$ cat src/rtl/shc_pkg.sv
package shc_pkg;

  // Register byte offsets
  localparam logic [7:0] OFS_CAPS      = 8'h00;
  localparam logic [7:0] OFS_ENABLE    = 8'h04;
  localparam logic [7:0] OFS_HSTAT     = 8'h08;
  localparam logic [7:0] OFS_IRQ_STAT  = 8'h0C;
  localparam logic [7:0] OFS_IRQ_EN    = 8'h10;
  localparam logic [7:0] OFS_UIC_CMD   = 8'h14;
  localparam logic [7:0] OFS_UIC_ARG1  = 8'h18;
  localparam logic [7:0] OFS_UIC_ARG2  = 8'h1C;
  localparam logic [7:0] OFS_UIC_ARG3  = 8'h20;
  localparam logic [7:0] OFS_XL_LO     = 8'h24;
  localparam logic [7:0] OFS_XL_HI     = 8'h28;
  localparam logic [7:0] OFS_XL_RUN    = 8'h2C;
  localparam logic [7:0] OFS_XL_DB     = 8'h30;
  localparam logic [7:0] OFS_TL_LO     = 8'h34;
  localparam logic [7:0] OFS_TL_HI     = 8'h38;
  localparam logic [7:0] OFS_TL_RUN    = 8'h3C;

  // Interrupt source positions
  localparam int unsigned IRQ_XFER_DONE   = 0;
  localparam int unsigned IRQ_UIC_ERR     = 1;
  localparam int unsigned IRQ_PWR_MODE    = 2;
  localparam int unsigned IRQ_HIB_EXIT    = 3;
  localparam int unsigned IRQ_HIB_ENTER   = 4;
  localparam int unsigned IRQ_TM_DONE     = 5;
  localparam int unsigned IRQ_UIC_DONE    = 6;
  localparam int unsigned IRQ_DEV_FATAL   = 7;
  localparam int unsigned IRQ_HC_FATAL    = 8;
  localparam int unsigned IRQ_BUS_FATAL   = 9;
  localparam int unsigned IRQ_CRYPTO_FATAL = 10;
  localparam int unsigned IRQ_W           = 11;

  // Completion status codes
  localparam int unsigned OCS_W = 4;
  localparam logic [OCS_W-1:0] OCS_OK      = 4'h0;
  localparam logic [OCS_W-1:0] OCS_INVALID = 4'hF;

  // Link command codes
  localparam logic [7:0] UIC_LINK_START = 8'h16;

  typedef enum logic [0:0] {UIC_IDLE = 1'b0, UIC_BUSY = 1'b1} uic_st_e;

endpackage

$ cat src/rtl/shc_enable_ctl.sv
module shc_enable_ctl #(
  parameter int unsigned INIT_CYC = 4
) (
  input  logic clk,
  input  logic rst_n,
  input  logic wr_en,
  input  logic wr_val,
  output logic done_o
);
  localparam int unsigned CW = $clog2(INIT_CYC + 1);

  logic          busy_q, busy_d;
  logic          done_q, done_d;
  logic [CW-1:0] cnt_q, cnt_d;
  logic          cnt_ld;

  always_comb begin
    busy_d = busy_q;
    done_d = done_q;
    cnt_d  = cnt_q;
    cnt_ld = 1'b0;
    if (wr_en && !wr_val) begin
      busy_d = 1'b0;
      done_d = 1'b0;
      cnt_d  = '0;
      cnt_ld = 1'b1;
    end else if (wr_en && wr_val && !busy_q && !done_q) begin
      busy_d = 1'b1;
      cnt_d  = CW'(INIT_CYC);
      cnt_ld = 1'b1;
    end else if (busy_q) begin
      cnt_ld = 1'b1;
      if (cnt_q <= CW'(1)) begin
        busy_d = 1'b0;
        done_d = 1'b1;
        cnt_d  = '0;
      end else begin
        cnt_d = cnt_q - CW'(1);
      end
    end
  end

  always_ff @(posedge clk or negedge rst_n) begin
    if (!rst_n) begin
      busy_q <= 1'b0;
      done_q <= 1'b0;
      cnt_q  <= '0;
    end else begin
      busy_q <= busy_d;
      done_q <= done_d;
      if (cnt_ld) cnt_q <= cnt_d;
    end
  end

  assign done_o = done_q;
endmodule

$ cat src/rtl/shc_uic_ctl.sv
module shc_uic_ctl
  import shc_pkg::*;
#(
  parameter int unsigned UIC_CYC = 3
) (
  input  logic       clk,
  input  logic       rst_n,
  input  logic       allow_i,
  input  logic       cmd_we,
  input  logic [7:0] cmd_val,
  output logic       rdy_o,
  output logic       done_o,
  output logic       pass_o,
  output logic       link_o
);
  localparam int unsigned CW = $clog2(UIC_CYC + 1);

  uic_st_e       st_q, st_d;
  logic [CW-1:0] cnt_q, cnt_d;
  logic [7:0]    code_q;
  logic          code_ld;
  logic          link_q, link_d;

  assign rdy_o  = allow_i && (st_q == UIC_IDLE);
  assign done_o = allow_i && (st_q == UIC_BUSY) && (cnt_q <= CW'(1));
  assign pass_o = (code_q == UIC_LINK_START);

  always_comb begin
    st_d    = st_q;
    cnt_d   = cnt_q;
    code_ld = 1'b0;
    if (!allow_i) begin
      st_d  = UIC_IDLE;
      cnt_d = '0;
    end else if (st_q == UIC_IDLE) begin
      if (cmd_we) begin
        st_d    = UIC_BUSY;
        cnt_d   = CW'(UIC_CYC);
        code_ld = 1'b1;
      end
    end else if (cnt_q <= CW'(1)) begin
      st_d  = UIC_IDLE;
      cnt_d = '0;
    end else begin
      cnt_d = cnt_q - CW'(1);
    end
  end

  always_comb begin
    link_d = link_q;
    if (!allow_i)               link_d = 1'b0;
    else if (done_o && pass_o)  link_d = 1'b1;
  end

  always_ff @(posedge clk or negedge rst_n) begin
    if (!rst_n) begin
      st_q   <= UIC_IDLE;
      cnt_q  <= '0;
      code_q <= '0;
      link_q <= 1'b0;
    end else begin
      st_q   <= st_d;
      cnt_q  <= cnt_d;
      link_q <= link_d;
      if (code_ld) code_q <= cmd_val;
    end
  end

  assign link_o = link_q;
endmodule

$ cat src/rtl/shc_doorbell.sv
module shc_doorbell
  import shc_pkg::*;
#(
  parameter int unsigned NSLOT = 32,
  parameter int unsigned SW    = $clog2(NSLOT)
) (
  input  logic                         clk,
  input  logic                         rst_n,
  input  logic                         ring_we,
  input  logic [NSLOT-1:0]             ring_val,
  input  logic                         run_i,
  input  logic                         done_i,
  output logic [NSLOT-1:0]             db_o,
  output logic                         req_o,
  output logic [SW-1:0]                slot_o,
  output logic                         cpl_o,
  output logic [NSLOT-1:0][OCS_W-1:0]  ocs_o
);
  logic [NSLOT-1:0]            db_q, db_d, fresh, clr;
  logic                        busy_q, busy_d;
  logic [SW-1:0]               cur_q, pick;
  logic                        launch;
  logic [NSLOT-1:0][OCS_W-1:0] ocs_q;

  // lowest set doorbell bit
  always_comb begin
    pick = '0;
    for (int i = NSLOT - 1; i >= 0; i--) begin
      if (db_q[i]) pick = SW'(i);
    end
  end

  assign launch = !busy_q && (|db_q);
  assign cpl_o  = busy_q && done_i;
  assign fresh  = (ring_we && run_i) ? (ring_val & ~db_q) : '0;
  assign clr    = cpl_o ? (NSLOT'(1) << cur_q) : '0;

  always_comb begin
    db_d   = (db_q & ~clr) | fresh;
    busy_d = busy_q;
    if (cpl_o)       busy_d = 1'b0;
    else if (launch) busy_d = 1'b1;
  end

  always_ff @(posedge clk or negedge rst_n) begin
    if (!rst_n) begin
      db_q   <= '0;
      busy_q <= 1'b0;
      cur_q  <= '0;
    end else begin
      db_q   <= db_d;
      busy_q <= busy_d;
      if (launch) cur_q <= pick;
    end
  end

  always_ff @(posedge clk or negedge rst_n) begin
    if (!rst_n) begin
      for (int s = 0; s < NSLOT; s++) ocs_q[s] <= OCS_INVALID;
    end else begin
      for (int s = 0; s < NSLOT; s++) begin
        if (fresh[s])    ocs_q[s] <= OCS_INVALID;
        else if (clr[s]) ocs_q[s] <= OCS_OK;
      end
    end
  end

  assign db_o   = db_q;
  assign req_o  = busy_q;
  assign slot_o = cur_q;
  assign ocs_o  = ocs_q;
endmodule

$ cat src/rtl/shc_regblock.sv
module shc_regblock
  import shc_pkg::*;
#(
  parameter int unsigned NSLOT    = 32,
  parameter int unsigned NTM      = 8,
  parameter int unsigned INIT_CYC = 4,
  parameter int unsigned UIC_CYC  = 3,
  parameter int unsigned AW       = 8,
  parameter int unsigned DW       = 32
) (
  input  logic                     clk,
  input  logic                     rst_n,
  input  logic                     reg_we,
  input  logic [AW-1:0]            reg_addr,
  input  logic [DW-1:0]            reg_wdata,
  output logic [DW-1:0]            reg_rdata,
  output logic                     irq_o,
  output logic [2*DW-1:0]          xl_base_o,
  output logic                     exe_req_o,
  output logic [$clog2(NSLOT)-1:0] exe_slot_o,
  input  logic                     exe_done_i
);
  localparam int unsigned SW = $clog2(NSLOT);
  localparam int unsigned TW = $clog2(NTM);

  // reset: asserted asynchronously, released through two flops
  logic rst_meta, rst_core_n;
  always_ff @(posedge clk or negedge rst_n) begin
    if (!rst_n) begin
      rst_meta   <= 1'b0;
      rst_core_n <= 1'b0;
    end else begin
      rst_meta   <= 1'b1;
      rst_core_n <= rst_meta;
    end
  end

  function automatic logic hit(input logic [AW-1:0] a, input logic [7:0] ofs);
    return a == AW'(ofs);
  endfunction

  logic wr_en_reg, wr_uic, wr_db, wr_is, wr_ie;
  logic wr_a1, wr_a2, wr_a3, wr_xlo, wr_xhi, wr_xrun, wr_tlo, wr_thi, wr_trun;
  assign wr_en_reg = reg_we && hit(reg_addr, OFS_ENABLE);
  assign wr_uic    = reg_we && hit(reg_addr, OFS_UIC_CMD);
  assign wr_db     = reg_we && hit(reg_addr, OFS_XL_DB);
  assign wr_is     = reg_we && hit(reg_addr, OFS_IRQ_STAT);
  assign wr_ie     = reg_we && hit(reg_addr, OFS_IRQ_EN);
  assign wr_a1     = reg_we && hit(reg_addr, OFS_UIC_ARG1);
  assign wr_a2     = reg_we && hit(reg_addr, OFS_UIC_ARG2);
  assign wr_a3     = reg_we && hit(reg_addr, OFS_UIC_ARG3);
  assign wr_xlo    = reg_we && hit(reg_addr, OFS_XL_LO);
  assign wr_xhi    = reg_we && hit(reg_addr, OFS_XL_HI);
  assign wr_xrun   = reg_we && hit(reg_addr, OFS_XL_RUN);
  assign wr_tlo    = reg_we && hit(reg_addr, OFS_TL_LO);
  assign wr_thi    = reg_we && hit(reg_addr, OFS_TL_HI);
  assign wr_trun   = reg_we && hit(reg_addr, OFS_TL_RUN);

  // sub-blocks
  logic en_done, uic_rdy, uic_done, uic_pass, link_up;
  logic [NSLOT-1:0] db_vec;
  logic xfer_cpl;
  logic [NSLOT-1:0][OCS_W-1:0] slot_ocs;
  logic xl_run_q, tl_run_q;

  shc_enable_ctl #(.INIT_CYC(INIT_CYC)) u_en (
    .clk(clk), .rst_n(rst_core_n),
    .wr_en(wr_en_reg), .wr_val(reg_wdata[0]), .done_o(en_done)
  );

  shc_uic_ctl #(.UIC_CYC(UIC_CYC)) u_uic (
    .clk(clk), .rst_n(rst_core_n), .allow_i(en_done),
    .cmd_we(wr_uic), .cmd_val(reg_wdata[7:0]),
    .rdy_o(uic_rdy), .done_o(uic_done), .pass_o(uic_pass), .link_o(link_up)
  );

  shc_doorbell #(.NSLOT(NSLOT), .SW(SW)) u_db (
    .clk(clk), .rst_n(rst_core_n),
    .ring_we(wr_db), .ring_val(reg_wdata[NSLOT-1:0]),
    .run_i(xl_run_q && en_done), .done_i(exe_done_i),
    .db_o(db_vec), .req_o(exe_req_o), .slot_o(exe_slot_o),
    .cpl_o(xfer_cpl), .ocs_o(slot_ocs)
  );

  // interrupt status / enable
  logic [IRQ_W-1:0] is_q, is_d, ie_q, is_set, is_clr;
  always_comb begin
    is_set = '0;
    is_set[IRQ_XFER_DONE] = xfer_cpl;
    is_set[IRQ_UIC_DONE]  = uic_done;
    is_clr = wr_is ? reg_wdata[IRQ_W-1:0] : '0;
    is_d   = (is_q & ~is_clr) | is_set;
  end

  // argument 2 is shared by software writes and command results
  logic [DW-1:0] arg1_q, arg2_q, arg2_d, arg3_q;
  logic          arg2_ld;
  always_comb begin
    arg2_ld = uic_done || wr_a2;
    arg2_d  = reg_wdata;
    if (uic_done) arg2_d = uic_pass ? '0 : DW'(1);
  end

  logic [DW-1:0] xl_lo_q, xl_hi_q, tl_lo_q, tl_hi_q;

  always_ff @(posedge clk or negedge rst_core_n) begin
    if (!rst_core_n) begin
      is_q     <= '0;
      ie_q     <= '0;
      arg1_q   <= '0;
      arg2_q   <= '0;
      arg3_q   <= '0;
      xl_lo_q  <= '0;
      xl_hi_q  <= '0;
      tl_lo_q  <= '0;
      tl_hi_q  <= '0;
      xl_run_q <= 1'b0;
      tl_run_q <= 1'b0;
    end else begin
      is_q <= is_d;
      if (wr_ie)   ie_q     <= reg_wdata[IRQ_W-1:0];
      if (wr_a1)   arg1_q   <= reg_wdata;
      if (arg2_ld) arg2_q   <= arg2_d;
      if (wr_a3)   arg3_q   <= reg_wdata;
      if (wr_xlo)  xl_lo_q  <= reg_wdata;
      if (wr_xhi)  xl_hi_q  <= reg_wdata;
      if (wr_tlo)  tl_lo_q  <= reg_wdata;
      if (wr_thi)  tl_hi_q  <= reg_wdata;
      if (wr_xrun) xl_run_q <= reg_wdata[0];
      if (wr_trun) tl_run_q <= reg_wdata[0];
    end
  end

  // read-only views
  logic [DW-1:0] caps, hstat;
  always_comb begin
    caps = '0;
    caps[SW-1:0]  = SW'(NSLOT - 1);
    caps[16 +: TW] = TW'(NTM - 1);
    caps[24]      = 1'b1;
    hstat = '0;
    hstat[0] = link_up;
    hstat[1] = link_up;
    hstat[2] = link_up;
    hstat[3] = uic_rdy;
  end

  logic [SW-1:0] rd_slot;
  assign rd_slot = reg_addr[2 +: SW];

  always_comb begin
    reg_rdata = '0;
    if (reg_addr[AW-1]) begin
      if (reg_addr[1:0] == 2'b00) reg_rdata = DW'(slot_ocs[rd_slot]);
    end else begin
      case (reg_addr)
        AW'(OFS_CAPS):     reg_rdata = caps;
        AW'(OFS_ENABLE):   reg_rdata = DW'(en_done);
        AW'(OFS_HSTAT):    reg_rdata = hstat;
        AW'(OFS_IRQ_STAT): reg_rdata = DW'(is_q);
        AW'(OFS_IRQ_EN):   reg_rdata = DW'(ie_q);
        AW'(OFS_UIC_ARG1): reg_rdata = arg1_q;
        AW'(OFS_UIC_ARG2): reg_rdata = arg2_q;
        AW'(OFS_UIC_ARG3): reg_rdata = arg3_q;
        AW'(OFS_XL_LO):    reg_rdata = xl_lo_q;
        AW'(OFS_XL_HI):    reg_rdata = xl_hi_q;
        AW'(OFS_XL_RUN):   reg_rdata = DW'(xl_run_q);
        AW'(OFS_XL_DB):    reg_rdata = DW'(db_vec);
        AW'(OFS_TL_LO):    reg_rdata = tl_lo_q;
        AW'(OFS_TL_HI):    reg_rdata = tl_hi_q;
        AW'(OFS_TL_RUN):   reg_rdata = DW'(tl_run_q);
        default:           reg_rdata = '0;
      endcase
    end
  end

  assign irq_o     = |(is_q & ie_q);
  assign xl_base_o = {xl_hi_q, xl_lo_q};
endmodule

$ cat config.mk
export PLATFORM = sky130hd
export DESIGN_NAME = shc_regblock
export DESIGN_NICKNAME = d
export VERILOG_FILES = /design/src/rtl/shc_pkg.sv /design/src/rtl/shc_enable_ctl.sv /design/src/rtl/shc_uic_ctl.sv /design/src/rtl/shc_doorbell.sv /design/src/rtl/shc_regblock.sv
export SDC_FILE = /design/constraint.sdc
export NUM_CORES = 1
export LEC_CHECK = 0
export BUFFER_PORTS_ARGS = -buffer_cell sky130_fd_sc_hd__buf_4
export CORE_MARGIN = 4
export CORE_UTILIZATION = 29
export CTS_CLUSTER_SIZE = 14
export DETAILED_ROUTE_END_ITERATION = 12
export GPL_ROUTABILITY_DRIVEN = 0
export MAX_ROUTING_LAYER = met4
export PLACE_DENSITY = 0.43
export SLEW_MARGIN = 40
export SYNTH_ARGS = -nofsm -noshare
export SYNTH_HDL_FRONTEND = slang
export SYNTH_SLANG_ARGS = --single-unit
$ cat constraint.sdc
create_clock -name clk -period 12.6 [get_ports clk]
set_input_delay 2.52 -clock clk [delete_from_list [all_inputs] [get_ports clk]]
set_output_delay 2.52 -clock clk [all_outputs]
set_load 0.02 [all_outputs]
==> results of run 1 <==
## state kept, by name, summed over array words and instances, names as in the netlist, 2 cells and up
name	count
tl_hi_q	32
tl_lo_q	32
u_uic.cnt_q	2
xl_hi_q	32
is_q	11
arg2_q	32
xl_lo_q	32
u_uic.code_q	8
u_db.ocs_o	32
ie_q	11
arg1_q	32
u_db.db_o	32
arg3_q	32
u_en.cnt_q	3
u_db.slot_o	5
## cell type report
type / count / share of cell area (%)
Timing Repair Buffer: 176 / 7.31
Clock buffer: 61 / 6.43
Tap cell: 680 / 4.60
Inverter: 11 / 0.223
Clock inverter: 11 / 0.973
Multi-Input combinational cell: 815 / 34.7
Sequential cell: 337 / 45.8
## stage by stage
step,power (uW),instances
final,2600,2091
after global placement,1400,2018
after global routing,2700,2091
after detailed placement,1400,2018
after floorplan,1290,1251
after CTS,2640,2090
## worst max-delay path, cell delays in order
cell	delay [ns]
buf_4	0.22
nor3_2	0.23
nand2_1	0.51
nor2_2	0.65
buf_4	0.38
a22oi_1	0.13
nand3_1	0.11
nand3b_1	0.15
buf_4	0.16
## where the power goes
part / switching [uW] / internal [uW] / total [uW]
Sequential: 45.9 / 1130 / 1180
Combinational: 128 / 75.8 / 204
Clock: 470 / 752 / 1220
Total: 644 / 1960 / 2600
## worst max-delay path by stage
| stage | from | to | cells after the start |
|---|---|---|---|
| final | reg_addr[2] | reg_rdata[7] | 9 |
| after global routing | reg_addr[2] | reg_rdata[7] | 9 |
| after CTS | reg_addr[2] | reg_rdata[17] | 7 |
| after detailed placement | reg_addr[2] | reg_rdata[17] | 7 |
| after global placement | reg_addr[2] | reg_rdata[17] | 7 |
| after floorplan | rst_core_n | arg1_q[0] | 0 |
## metal layers
metal  global-route usage (%)  wire (um)  up-vias
met3                     2.97       3060       76
li1                         -          -     4998
met1                     29.4      27200     6149
met4                     5.77       1350        0
met5                        -          0        -
met2                     31.7      26700      395
## cells in the final DEF (no fill, tap or decap), types with 6 or more instances in the layout
cell,netlist,routed
a21oi_1,26,25
clkbuf_1,39,11
buf_4,5,172
clkbuf_16,0,41
clkbuf_8,0,9
a21boi_0,9,9
nor3_1,8,7
dfrtp_1,305,304
nor2_1,33,32
nand4_1,7,7
a22oi_1,58,58
mux2i_1,8,8
nand3b_1,29,29
nand2_1,105,101
o21ai_0,79,79
clkinv_2,0,6
mux2_1,10,10
a22o_1,62,62
nand3_1,37,36
mux2_2,207,207
mux4_2,6,6
inv_1,11,11
a222oi_1,36,36
dfstp_2,32,32
## cells by family (layout without fill, tap and decap cells)
logic type / after synthesis / count (layout) / synth area share [%]
flops: 337 / 337 / 55.5
buf+inv: 99 / 259 / 2.94
simple gates: 271 / 271 / 9.26
fa+ha+maj: 1 / 1 / 0.0819
mux: 231 / 231 / 17.4
other cells: 1 / 1 / 0.0246
compound gates: 311 / 311 / 14.8
==> results by group, run 1 <==
Worst setup path
  – R2R Setup Slk: 9.84 ns
  – WS Path Type: in -> out
  – Cells on worst reg2reg path: 5
  – Reg-to-Reg Start: u_db.db_o[28]
  – Crit-path max FO: 16
  – Arrival time worst endpoint: 5.07 ns
  – R2R Path End: u_db.slot_o[0]
  – Worst path required time: 10.08 ns
  – Worst Setup End Kind: output pin
  – CP Launch Type: input port

STA
  – Slew HR: 41.6%
  – Worst-Margin Slew: 0.876 ns
  – Final setup fails: 0
  – Fmax: 132 MHz
  – Setup Skew: 0.0166 ns
  – Max-slew violations: 0
  – Hold slack: 0.347 ns
  – Final worst path period need: 7.59 ns
  – Final worst setup slack: 5.01 ns
  – RSZ-0062 raised after global routing: false
  – Period utilization: 60.3%
  – Fin. Hold Viols: 0
  – Final TNS setup: 0 ns

GRT
  – Initial antenna violation count: 0
  – Gr usage total: 20.9%
  – Remaining global-route overflow: 0
  – Vias in the first global route: 11800
  – Largest net degree at the start of global routing: 70
  – First-pass GRT wire length: 85000 um

Synth
  – Seq/Total Area, Yosys: 55.5%
  – Yosys cell types: 68
  – EDFF count, synth: 0
  – Top cells by count, synth: dfrtp_1 (305), mux2_2 (207), nand2_1 (105)
  – Leading area contributor after synthesis: dfrtp_1
  – Async SR Flop Fraction: 100%
  – Mean Syn Cell Area: 12.2 um2
  – Top post-synthesis cells by area: dfrtp_1 (50%), mux2_2 (15%), dfstp_2 (5.5%)
  – FF+latch count, synth: 337
  – Most numerous cell in the Yosys netlist: dfrtp_1
  – Post-synth top area share: 50.0%
  – Synth warnings: 0
  – Post-Syn Area: 15300 um2
  – Post-Syn Nets: 1296
  – Top FF cell, synth: dfrtp_1
  – Cells after synthesis: 1251

Job
  – Maxcap violations: 0

Finish
  – Storage cell area: 8480 um2
  – Final #Nets: 1426
  – Fin area: 18500 um2
  – Post-layout util: 35.8%
  – Fill count: 5170
  – Layout area overhead: 21.2%
  – Layout cells sized above 1: 36.2%
  – Diode count: 0
  – Area of the multi-input gates: 6420 um2

Floorplanning
  – Die height: 237 um
  – I/O pins: 147
  – Die width: 237 um
  – Die footprint: 56400 um2
  – Core area: 51700 um2
  – Cell Rows: 83
  – Initial core utilization: 29.5%

Placed design
  – Dpl ws: 4.97 ns
  – Port Buf Inserts: 146
  – Placed inst area: 17100 um2
  – DP HPWL: 38300 um

Detailed routing
  – 1st-iter DRT viols: 1168
  – Routed wire length: 58400 um
  – DR DRC count: 0
  – Vias per inst: 5.56
  – Wire per inst: 27.9 um
  – Routed vias: 11600
  – Antenna viol nets, final: 0
  – First drt pass iteration count: 5

Clock network
  – Hold buffer count at CTS: 0
  – Worst-skew pair later-pin latency: 0.56 ns
  – Clk root buf: clkbuf_16
  – Clock transition at path regs: 0.05 ns
  – CTS Buf Count: 40
  – H-tree depth reported by CTS: 2
  – Setup bufs post-CTS: 0
  – TritonCTS clock tree: yes
  – Post-CTS sizing: 0
  – # clock sinks: 337
  – Clock Path Buffers: 3

Min path
  – Hold Path Origin: rst_meta
  – Hold depth: 0
  – Endpoint, Worst Hold: rst_core_n
  – Hold crit path type: reg -> reg

Status
  – Status: finished clean

Power
  – Power per Cell Area: 141 nW/um2
  – IR drop worst, VDD: 73.2 uV
  – Leak: 0.00894 uW
No activity file was read; power rests on OpenSTA's default activity.
==> run 2: changes to the inputs <==
- clock period: 12.6 -> 7.6 ns (I/O delays scaled with it)
==> run 2 against run 1 <==
  * Sequential cell count did not move
  * Critical path depth fell by 2
  * Combinational power rose by 69%
  * Sequential power rose by 65%
  * Critical path type unchanged
  * Via count rose by 0.88%
  * Global-route usage rose by 0.060 points
==> results by group, run 2 (synthesized netlist as in run 1, its figures left out) <==
Placed design
  – Port Buf Inserts: 146 (unchanged)
  – DP HPWL: 38700 um (was 38300 um)
  – Cells after DPL: 2017 (was 2018)
  – Placed inst area: 17200 um2 (was 17100 um2)

Clock network
  – Setup bufs post-CTS: 0 (unchanged)
  – TritonCTS clock tree: yes (unchanged)
  – Clock transition at path regs: 0.06 ns (was 0.05 ns)
  – Worst-skew pair later-pin latency: 0.55 ns (was 0.56 ns)
  – Clk root buf: clkbuf_16 (unchanged)
  – Clock Path Buffers: 3 (unchanged)
  – CTS Buf Count: 40 (unchanged)
  – # clock sinks: 337 (unchanged)
  – Post-CTS sizing: 0 (unchanged)
  – Hold buffer count at CTS: 0 (unchanged)
  – H-tree depth reported by CTS: 2 (unchanged)

Floorplanning
  – Initial core utilization: 29.5% (unchanged)
  – Core area: 51700 um2 (unchanged)
  – Die width: 237 um (unchanged)
  – Cell Rows: 83 (unchanged)
  – Die footprint: 56400 um2 (unchanged)
  – I/O pins: 147 (unchanged)
  – Die height: 237 um (unchanged)

STA
  – RSZ-0062 raised after global routing: false (unchanged)
  – Slew HR: 39.3% (was 41.6%)
  – Setup Skew: 0.0163 ns (was 0.0166 ns)
  – Final worst path period need: 5.71 ns
  – Hold slack: 0.236 ns (was 0.347 ns)
  – Final TNS setup: 0 ns (unchanged)
  – Max-slew violations: 0 (unchanged)
  – Final setup fails: 0 (unchanged)
  – Worst-Margin Slew: 0.908 ns (was 0.876 ns)
  – Fmax: 175 MHz
  – Fin. Hold Viols: 0 (unchanged)
  – Period utilization: 75.2%

Finish
  – Final #Nets: 1424 (was 1426)
  – Layout area overhead: 20.3% (was 21.2%)
  – Layout cells sized above 1: 35.8% (was 36.2%)
  – Fill count: 5213 (was 5170)
  – Most frequent cells in the layout: dfrtp_1 (304), mux2_2 (207), buf_4 (169) (was dfrtp_1 (304), mux2_2 (207), buf_4 (172))
  – Diode count: 0 (unchanged)
  – Fin area: 18400 um2 (was 18500 um2)
  – Layout Cells excl Fill: 2085 (was 2091)
  – Commonest non-fill, non-tap cell in the layout: dfrtp_1 (unchanged)

Worst setup path
  – CP Launch Type: input port (unchanged)
  – Arrival time worst endpoint: 4.19 ns (was 5.07 ns)
  – Worst path required time: 6.08 ns (was 10.08 ns)
  – Crit-path max FO: 18 (was 16)
  – Worst Setup End Kind: output pin (unchanged)
  – WS Path Type: in -> out (unchanged)
  – Reg-to-Reg Start: u_db.db_o[28] (unchanged)
  – Setup crit start: reg_addr[4] (was reg_addr[2])

Power
  – Power per Cell Area: 222 nW/um2 (was 141 nW/um2)
  – Leak: 0.00886 uW (was 0.00894 uW)
  – IR drop worst, VDD: 129 uV (was 73.2 uV)
  – Overall Power: 4080 uW (was 2600 uW)

Detailed routing
  – Routed vias: 11700 (was 11600)
  – Vias per inst: 5.62 (was 5.56)
  – 1st-iter DRT viols: 1136 (was 1168)
  – Routed wire length: 58600 um (was 58400 um)
  – Antenna viol nets, final: 0 (unchanged)
  – Wire per inst: 28.1 um (was 27.9 um)
  – DR DRC count: 0 (unchanged)
  – First drt pass iteration count: 8 (was 5)

Job
  – Maxcap violations: 0 (unchanged)

GRT
  – Largest net degree at the start of global routing: 77 (was 70)
  – First-pass GRT wire length: 85400 um (was 85000 um)
  – Remaining global-route overflow: 0 (unchanged)
  – Gr usage total: 21.0% (was 20.9%)
  – Vias in the first global route: 11900 (was 11800)
  – Initial antenna violation count: 2 (was 0)

Min path
  – Hold crit path type: reg -> async (was reg -> reg)

Status
  – Status: finished clean (unchanged)
==> run 2: worst max-delay path, stage by stage <==
cell	delay (ns)
buf_4	0.22
and4bb_2	0.63
and2_1	0.73
buf_4	0.46
a222oi_1	0.18
o211ai_1	0.21
buf_4	0.20
==> run 2: cell type report <==
cell class                 count  area, um2  area share (%)
clock buffer                  59       1130            6.17
tap                          680        851            4.63
multi-input combinational    815       6430            35.0
clock inverter                 9       48.8           0.266
timing repair buffer         174       1390            7.57
inverter                      11       41.3           0.225
sequential                   337       8480            46.1
==> run 2: final timing paths <==
check / end / slack, ns / depth (start not counted)
min in group clk: rst_core_n / 0.35 / 0
worst min register to register: xl_lo_q[5] / 0.24 / 0
worst min-delay path: xl_lo_q[5] / 0.24 / 0
worst max-delay path: reg_rdata[15] / 1.89 / 7
max in group asynchronous: xl_lo_q[14] / 6.29 / 2
worst max register to register: u_db.slot_o[0] / 4.75 / 5
==> run 2: per-stage QoR <==
step	utilization (%)	setup WS (ns)
after CTS	35.5	1.88
after global routing	35.5	1.79
after global placement	33.0	1.91
after floorplan	-	2.12
final	35.5	1.89
after detailed placement	33.2	1.89
==> run 2: metal layers <==
layer  share of wire, %  GRT usage [%]  up-vias
met2                 45           31.5      438
met3                6.0           3.35       77
li1                   -              -     5002
met5                  0              -        -
met4                2.4           5.59        0
met1                 46           29.6     6203
==> run 2: report_power, final <==
| group | internal (uW) | switching [uW] | total [uW] |
|---|---|---|---|
| Clock | 1030 | 758 | 1790 |
| Sequential | 1880 | 70.8 | 1950 |
| Combinational | 129 | 216 | 345 |
| Total | 3030 | 1040 | 4080 |
